### src/rtl/wdt_pkg.sv
package wdt_pkg;
  localparam int DATA_W = 4;
  localparam int CNT_W  = 2;

  localparam int CTRL_CLR_BIT   = 3;
  localparam int CTRL_SLEEP_BIT = 2;
  localparam int GUARD_INH_BIT  = 0;

  typedef enum logic {
    SEL_CTRL  = 1'b0,
    SEL_GUARD = 1'b1
  } wdt_sel_e;
endpackage

### src/rtl/wdt_tick_sync.sv
module wdt_tick_sync #(
  parameter int STAGES = 2
) (
  input  logic clk,
  input  logic rst,
  input  logic tick_async,
  output logic rise_o,
  output logic fall_o
);
  logic [STAGES-1:0] sh_q;
  logic              prev_q;

  always_ff @(posedge clk) begin
    if (rst) sh_q[0] <= 1'b0;
    else     sh_q[0] <= tick_async;
  end

  for (genvar g = 1; g < STAGES; g++) begin : g_stage
    always_ff @(posedge clk) begin
      if (rst) sh_q[g] <= 1'b0;
      else     sh_q[g] <= sh_q[g-1];
    end
  end

  always_ff @(posedge clk) begin
    if (rst) prev_q <= 1'b0;
    else     prev_q <= sh_q[STAGES-1];
  end

  assign rise_o = sh_q[STAGES-1] & ~prev_q;
  assign fall_o = ~sh_q[STAGES-1] & prev_q;
endmodule

### src/rtl/wdt_state_ctr.sv
module wdt_state_ctr #(
  parameter int CNT_W = 2
) (
  input  logic             clk,
  input  logic             rst_int,
  input  logic             inhibit,
  input  logic             clr,
  input  logic             adv,
  output logic [CNT_W-1:0] cnt_o,
  output logic             term_o
);
  localparam logic [CNT_W-1:0] TERM = {CNT_W{1'b1}};
  localparam logic [CNT_W-1:0] ONE  = {{(CNT_W-1){1'b0}}, 1'b1};

  logic [CNT_W-1:0] cnt_q;

  always_ff @(posedge clk) begin
    if (rst_int || inhibit)      cnt_q <= '0;
    else if (clr)                cnt_q <= '0;
    else if (adv && cnt_q != TERM) cnt_q <= cnt_q + ONE;
  end

  assign cnt_o  = cnt_q;
  assign term_o = (cnt_q == TERM);
endmodule

### src/rtl/wdt_pulse_gen.sv
module wdt_pulse_gen #(
  parameter int LEN = 4
) (
  input  logic clk,
  input  logic rst,
  input  logic fire,
  output logic req_o
);
  localparam int PW = $clog2(LEN + 1);
  localparam logic [PW-1:0] LEN_V = PW'(LEN);
  localparam logic [PW-1:0] ONE   = PW'(1);

  logic [PW-1:0] left_q, left_d;
  logic          req_q;

  always_comb begin
    if (fire && left_q == '0) left_d = LEN_V;
    else if (left_q != '0)    left_d = left_q - ONE;
    else                      left_d = '0;
  end

  always_ff @(posedge clk) begin
    if (rst) begin
      left_q <= '0;
      req_q  <= 1'b0;
    end else begin
      left_q <= left_d;
      req_q  <= (left_d != '0);
    end
  end

  assign req_o = req_q;
endmodule

### src/rtl/wdt_ctl_regs.sv
module wdt_ctl_regs
  import wdt_pkg::*;
(
  input  logic              clk,
  input  logic              rst,
  input  logic              rst_int,
  input  logic              wr_en,
  input  logic              wr_sel,
  input  logic [DATA_W-1:0] wr_data,
  input  logic              rd_sel,
  input  logic [CNT_W-1:0]  cnt,
  output logic              clr_o,
  output logic              inhibit_o,
  output logic              sleep_o,
  output logic [DATA_W-1:0] rd_data_o
);
  logic              inh_q;
  logic              sleep_q;
  logic [DATA_W-1:0] rd_q;
  logic              wr_ctrl, wr_guard;

  assign wr_ctrl  = wr_en && (wdt_sel_e'(wr_sel) == SEL_CTRL);
  assign wr_guard = wr_en && (wdt_sel_e'(wr_sel) == SEL_GUARD);
  assign clr_o    = wr_ctrl && wr_data[CTRL_CLR_BIT];

  always_ff @(posedge clk) begin
    if (rst_int) begin
      inh_q   <= 1'b0;
      sleep_q <= 1'b0;
    end else begin
      if (wr_guard) inh_q   <= wr_data[GUARD_INH_BIT];
      if (wr_ctrl)  sleep_q <= wr_data[CTRL_SLEEP_BIT];
    end
  end

  always_ff @(posedge clk) begin
    if (rst) rd_q <= '0;
    else if (wdt_sel_e'(rd_sel) == SEL_GUARD)
      rd_q <= {{(DATA_W-1){1'b0}}, inh_q};
    else
      rd_q <= {1'b0, sleep_q, cnt};
  end

  assign inhibit_o = inh_q;
  assign sleep_o   = sleep_q;
  assign rd_data_o = rd_q;
endmodule

### src/rtl/wdt_guard.sv
module wdt_guard
  import wdt_pkg::*;
#(
  parameter int SYNC_STAGES = 2,
  parameter int PULSE_LEN   = 4
) (
  input  logic              clk,
  input  logic              rst,
  input  logic              tick_i,
  input  logic              wr_en,
  input  logic              wr_sel,
  input  logic [DATA_W-1:0] wr_data,
  input  logic              rd_sel,
  output logic [DATA_W-1:0] rd_data,
  output logic              sleep_en_o,
  output logic              sys_rst_req_o
);
  logic             rise_w, fall_w;
  logic [CNT_W-1:0] cnt_w;
  logic             term_w;
  logic             clr_w, inhibit_w;
  logic             req_w;
  logic             rst_int;
  logic             fire_w;

  // the request loops back so the watchdog restarts from its power-up state
  assign rst_int = rst | req_w;
  assign fire_w  = fall_w & term_w & ~inhibit_w;

  wdt_tick_sync #(.STAGES(SYNC_STAGES)) u_sync (
    .clk        (clk),
    .rst        (rst),
    .tick_async (tick_i),
    .rise_o     (rise_w),
    .fall_o     (fall_w)
  );

  wdt_state_ctr #(.CNT_W(CNT_W)) u_ctr (
    .clk     (clk),
    .rst_int (rst_int),
    .inhibit (inhibit_w),
    .clr     (clr_w),
    .adv     (rise_w),
    .cnt_o   (cnt_w),
    .term_o  (term_w)
  );

  wdt_pulse_gen #(.LEN(PULSE_LEN)) u_pulse (
    .clk   (clk),
    .rst   (rst),
    .fire  (fire_w),
    .req_o (req_w)
  );

  wdt_ctl_regs u_regs (
    .clk       (clk),
    .rst       (rst),
    .rst_int   (rst_int),
    .wr_en     (wr_en),
    .wr_sel    (wr_sel),
    .wr_data   (wr_data),
    .rd_sel    (rd_sel),
    .cnt       (cnt_w),
    .clr_o     (clr_w),
    .inhibit_o (inhibit_w),
    .sleep_o   (sleep_en_o),
    .rd_data_o (rd_data)
  );

  assign sys_rst_req_o = req_w;
endmodule

### config.mk
export PLATFORM = sky130hd
export DESIGN_NAME = wdt_guard
export DESIGN_NICKNAME = d
export VERILOG_FILES = /design/src/rtl/wdt_pkg.sv /design/src/rtl/wdt_tick_sync.sv /design/src/rtl/wdt_state_ctr.sv /design/src/rtl/wdt_pulse_gen.sv /design/src/rtl/wdt_ctl_regs.sv /design/src/rtl/wdt_guard.sv
export SDC_FILE = /design/constraint.sdc
export NUM_CORES = 1
export LEC_CHECK = 0
export CORE_MARGIN = 4
export CORE_UTILIZATION = 40
export DETAILED_ROUTE_END_ITERATION = 7
export HOLD_SLACK_MARGIN = 0.15
export PLACE_DENSITY = 0.75
export REMOVE_ABC_BUFFERS = 1
export SLEW_MARGIN = 20
export SYNTH_ARGS = -nofsm -noshare
export SYNTH_HDL_FRONTEND = slang
export SYNTH_SLANG_ARGS = --single-unit
### constraint.sdc
create_clock -name clk -period 2.4 [get_ports clk]
set_input_delay 0.72 -clock clk [delete_from_list [all_inputs] [get_ports clk]]
set_output_delay 0.72 -clock clk [all_outputs]
set_load 0.02 [all_outputs]
After elaboration in Yosys (flattened, before gate mapping) --
Index checks and enable logic that the tools add are counted.
Storage, ports and cells: bits in registers 15, logic and storage cells 37, output and inout bits 6, input port bits 10
Cells by class: mux-type cells 3, bitwise gates (word level) 9, reduce and logical (&&, ||, !) cells 11, add/subtract/negate cells 2, equality and inequality tests 2
Operator list (number):
- $mux 3 | 2
- $reduce_bool 3->1 | 2
- $logic_and 1x1->1 | 5
- $and 1x1->1 | 4
- $not 1->1 | 4
- $reduce_or 2->1 | 2
- $logic_not 3->1 | 1
- $sub 3x1->3 const B | 1
- $add 2x1->2 const B | 1
- $eq 2x2->1 const B | 1
- $ne 2x2->1 const B | 1
- $logic_or 1x1->1 | 1
- $mux 1 | 1
- $or 1x1->1 | 1

Longest topological paths before layout --
depth after elaboration 7, mapped depth 5, mapped depth without buffers 5

Modules after synthesis --
A second synthesis with hierarchy kept.
Second synthesis, totals: cell total of the unflattened synthesis 51, area total of the unflattened synthesis 543.0 µm²
Modules (own cells, without submodules):
- wdt_ctl_regs | sequential area each 100.1 µm², times used 1, area each 201.4 µm², cells an instance 19
- wdt_pulse_gen | sequential area each 80.1 µm², times used 1, area each 137.6 µm², cells an instance 14
- wdt_state_ctr | sequential area each 40.0 µm², times used 1, area each 97.6 µm², cells an instance 8
- wdt_tick_sync | sequential area each 60.1 µm², times used 1, area each 91.3 µm², cells an instance 8
- wdt_guard | sequential area each 0.0 µm², times used 1, area each 15.0 µm², cells an instance 2

Least setup slack after synthesis --
No wires, ideal clock.
path kind input -> register, from input port wr_en, to register u_ctr.cnt_q[1] (netlist: u_ctr.cnt_o[1]), stages on the path 3, data arrival time 1.349 ns, data required time 2.336 ns, path slack 0.986 ns, library setup time 0.064 ns, path buffers 0, path through nor2b_1 > a2111o_1 > nor2_1
Between the ends: longest elaborated chain between the ends 3
RTL lines:
- start, declared | line wdt_guard.sv:10 | input logic wr_en,
- $logic_and 1x1->1 | line wdt_ctl_regs.sv:22 | assign wr_ctrl = wr_en && (wdt_sel_e'(wr_sel) == SEL_CTRL);
- $logic_and 1x1->1 | line wdt_ctl_regs.sv:24 | assign clr_o = wr_ctrl && wr_data[CTRL_CLR_BIT];
- $reduce_or 2->1 (no line)
- end signal, assigned | line wdt_state_ctr.sv:20 | else if (adv && cnt_q != TERM) cnt_q <= cnt_q + ONE;
- end, declared | line wdt_state_ctr.sv:15 | logic [CNT_W-1:0] cnt_q;
Every way passes these cells. A chain may end at the register's enable or synchronous reset.

Worst setup path after layout --
from register u_pulse.req_q (netlist: u_pulse.req_o), to output port sys_rst_req_o
RTL lines:
- start, declared | line wdt_pulse_gen.sv:14 | logic req_q;
- start signal, assigned | line wdt_pulse_gen.sv:28 | req_q <= (left_d != '0);
- end, declared | line wdt_guard.sv:16 | output logic sys_rst_req_o
No word-level cell between the ends.

==> metrics <==
status completed; Vias 392; H-tree depth 1; sw frac 0.256; Routed WL per cell 11.4 um; worst min path class reg2reg; Mapped Area 526 um2; total setup buffers inserted after CTS 0; CTS tree yes; clock sink total 14; sequence of cells on the critical path clkdlybuf4s50_1; register bit total from synthesis 14; All-Layer GR Usage 0.118; Cell Area, Placed 669 um2; Max VDD drop 0.000482 V; part of the power in the clock network 0.314; Post-synth EDFFs 0; leading area contributor after synthesis dfxtp_1; Max clock buf depth 2; final setup TNS 0 ns; number of DRC markers in iteration 0 2; Final ANT Viol Nets 0; Via-to-Cell Ratio 4.90; Slowest cell on crit path clkdlybuf4s50_1; fill count 116; fin area 706 um2; fin. max-slew vios 0; number of port buffers 13; arrival time at the worst endpoint 1.28 ns; final wirelength 914 um; WP depth 1; top-level I/O count 16; cell leakage power 0.278 nW; Die Ht 44.2 um; part of the power in combinational logic 0.186; Power Internal 0.400 mW; core box area 1170 um2; sequential-to-total area share from yosys stat 0.533; Buf+Inv Stages, Crit Path 1; post-synthesis cell type count 20; Final WS setup 0.399 ns; total CTS buffers 3; final worst path period share 0.834; Switch Pwr 0.137 mW; Starting Density 0.449; Async S/R FF share, synth 0; Yosys Warn Count 0; vias in the first global route 363; Mean Syn Cell Area 10.5 um2; Total Die Area 1960 um2; R2R Setup Slk 1.08 ns; Setup violations, final 0; P per Cell Area 762 nW/um2; Synth-to-Final Area Change 34.3%; hold-critical path depth 1; gr ovfl total 0; Post-Place Setup Slack 0.431 ns; Power Total 0.538 mW; Clock Skew 0.00435 ns; most frequent cell after synthesis dfxtp_1; largest net degree at the start of global routing 11; R2R depth 4; Fmax 500 MHz; MaxCap Viol Count 0; Final Wtd Congestion 0.707; Std-Cell Rows 12; hpwl dp 702 um; fin crit period 2.00 ns; antenna cells 0; remaining routing DRC violations 0; layout cells sized above 1 0.106; Final Core Density 0.603; DRT Pass-1 Iters 2; final hold vios 0; Die W 44.2 um; initial antenna violation count 0; clock latency on the worst-skew pair 0.28 ns; critical-path maximum fanout 4; crit end category output port; Worst setup SP type register; Reg power frac 0.500; first-pass GRT wire length 1570 um; WP data required 1.68 ns; RSZ-0062 raised after global routing no; clk slew on worst S/H paths 0.08 ns; hold buffers post-CTS 0; post-synth top area share 0.533; root buffer cell clkbuf_4; Most used DFF post-synth dfxtp_1; CTS resizes 0; Nets 79; critical path class reg2out; max incr delay on CP 0.63 ns; Post-synth top cells dfxtp_1, nor3_1, mux2i_1, nor2_1, nor2b_1; critical path's top delay family buffers and inverters; Synth area leaders dfxtp_1, mux2i_1, ha_1; Mapped Cells 50
[metrics by stage]
stage,instances,hold slack [ns]
finish,80,0.442
global route,80,0.463
CTS,80,0.448
detailed placement,76,0.430
global placement,76,0.418
floorplan,48,0.414
[metal layers]
| metal | up-vias | part of all wire | global-route usage |
|---|---|---|---|
| met4 | 0 | 0.025 | 0.0723 |
| met2 | 14 | 0.48 | 0.180 |
| li1 | 202 | - | - |
| met5 | - | 0 | 0 |
| met3 | 5 | 0.11 | 0.0732 |
| met1 | 171 | 0.39 | 0.121 |
[power groups by stage]
stage	Clock [mW]	Combinational (mW)	Sequential, mW
floorplan	0	0.0541	0.279
global placement	0	0.0990	0.273
detailed placement	0	0.102	0.274
CTS	0.173	0.102	0.269
global route	0.186	0.113	0.272
finish	0.169	0.100	0.269
[layout make-up]
class,instances,area (um2),area share
clock buffers,4,36.3,0.0514
repair buffers,14,138,0.195
multi-input cells,33,230,0.326
flip-flops and latches,14,280,0.397
well taps,14,17.5,0.0248
inverters,1,3.75,0.00532
[kinds of logic after synthesis]
| family | Yosys count | synth area share |
|---|---|---|
| AND/OR/NAND/NOR | 22 | 0.238 |
| flip-flops | 14 | 0.533 |
| multiplexers | 4 | 0.0762 |
| AO/OA/AOI/OAI | 3 | 0.0524 |
| buffers and inverters | 3 | 0.0286 |
| adder cells (fa/ha/maj) | 2 | 0.0476 |
| other | 1 | 0.00714 |
| XOR/XNOR | 1 | 0.0167 |
[cell usage in the layout (no fill, tap or decap), drive strengths merged]
| cell | count |
|---|---|
| or2 | 1 |
| xnor2 | 1 |
| or3 | 1 |
| nand4b | 1 |
| dfxtp | 14 |
| inv | 1 |
| a2111o | 1 |
| clkbuf | 4 |
| a21oi | 1 |
| nor2b | 4 |
| or3b | 1 |
| ha | 2 |
| a211oi | 1 |
| nor3b | 3 |
| nor3 | 5 |
| clkdlybuf4s50 | 13 |
| conb | 1 |
| mux2i | 4 |
| nor2 | 4 |
| nand2 | 2 |
| buf | 1 |
[path summary, 6_finish.rpt]
kind	endpoint	from
max	sys_rst_req_o	u_pulse.req_o$_SDFF_PP0_
min	u_sync.sh_q[1]$_SDFF_PP0_	u_sync.sh_q[0]$_SDFF_PP0_
max reg2reg	u_ctr.cnt_o[1]$_SDFFE_PP0P_	u_ctr.cnt_o[0]$_SDFFE_PP0P_
min reg2reg	u_sync.sh_q[1]$_SDFF_PP0_	u_sync.sh_q[0]$_SDFF_PP0_
[state kept, by name (all words and copies together), names as in the netlist]
signal            count
u_sync.sh_q           2
u_ctr.cnt_o           2
u_pulse.left_q        3
u_pulse.req_o         1
u_sync.prev_q         1
u_regs.inhibit_o      1
u_regs.rd_data_o      3
u_regs.sleep_o        1
No activity file was read; power rests on OpenSTA's default activity.
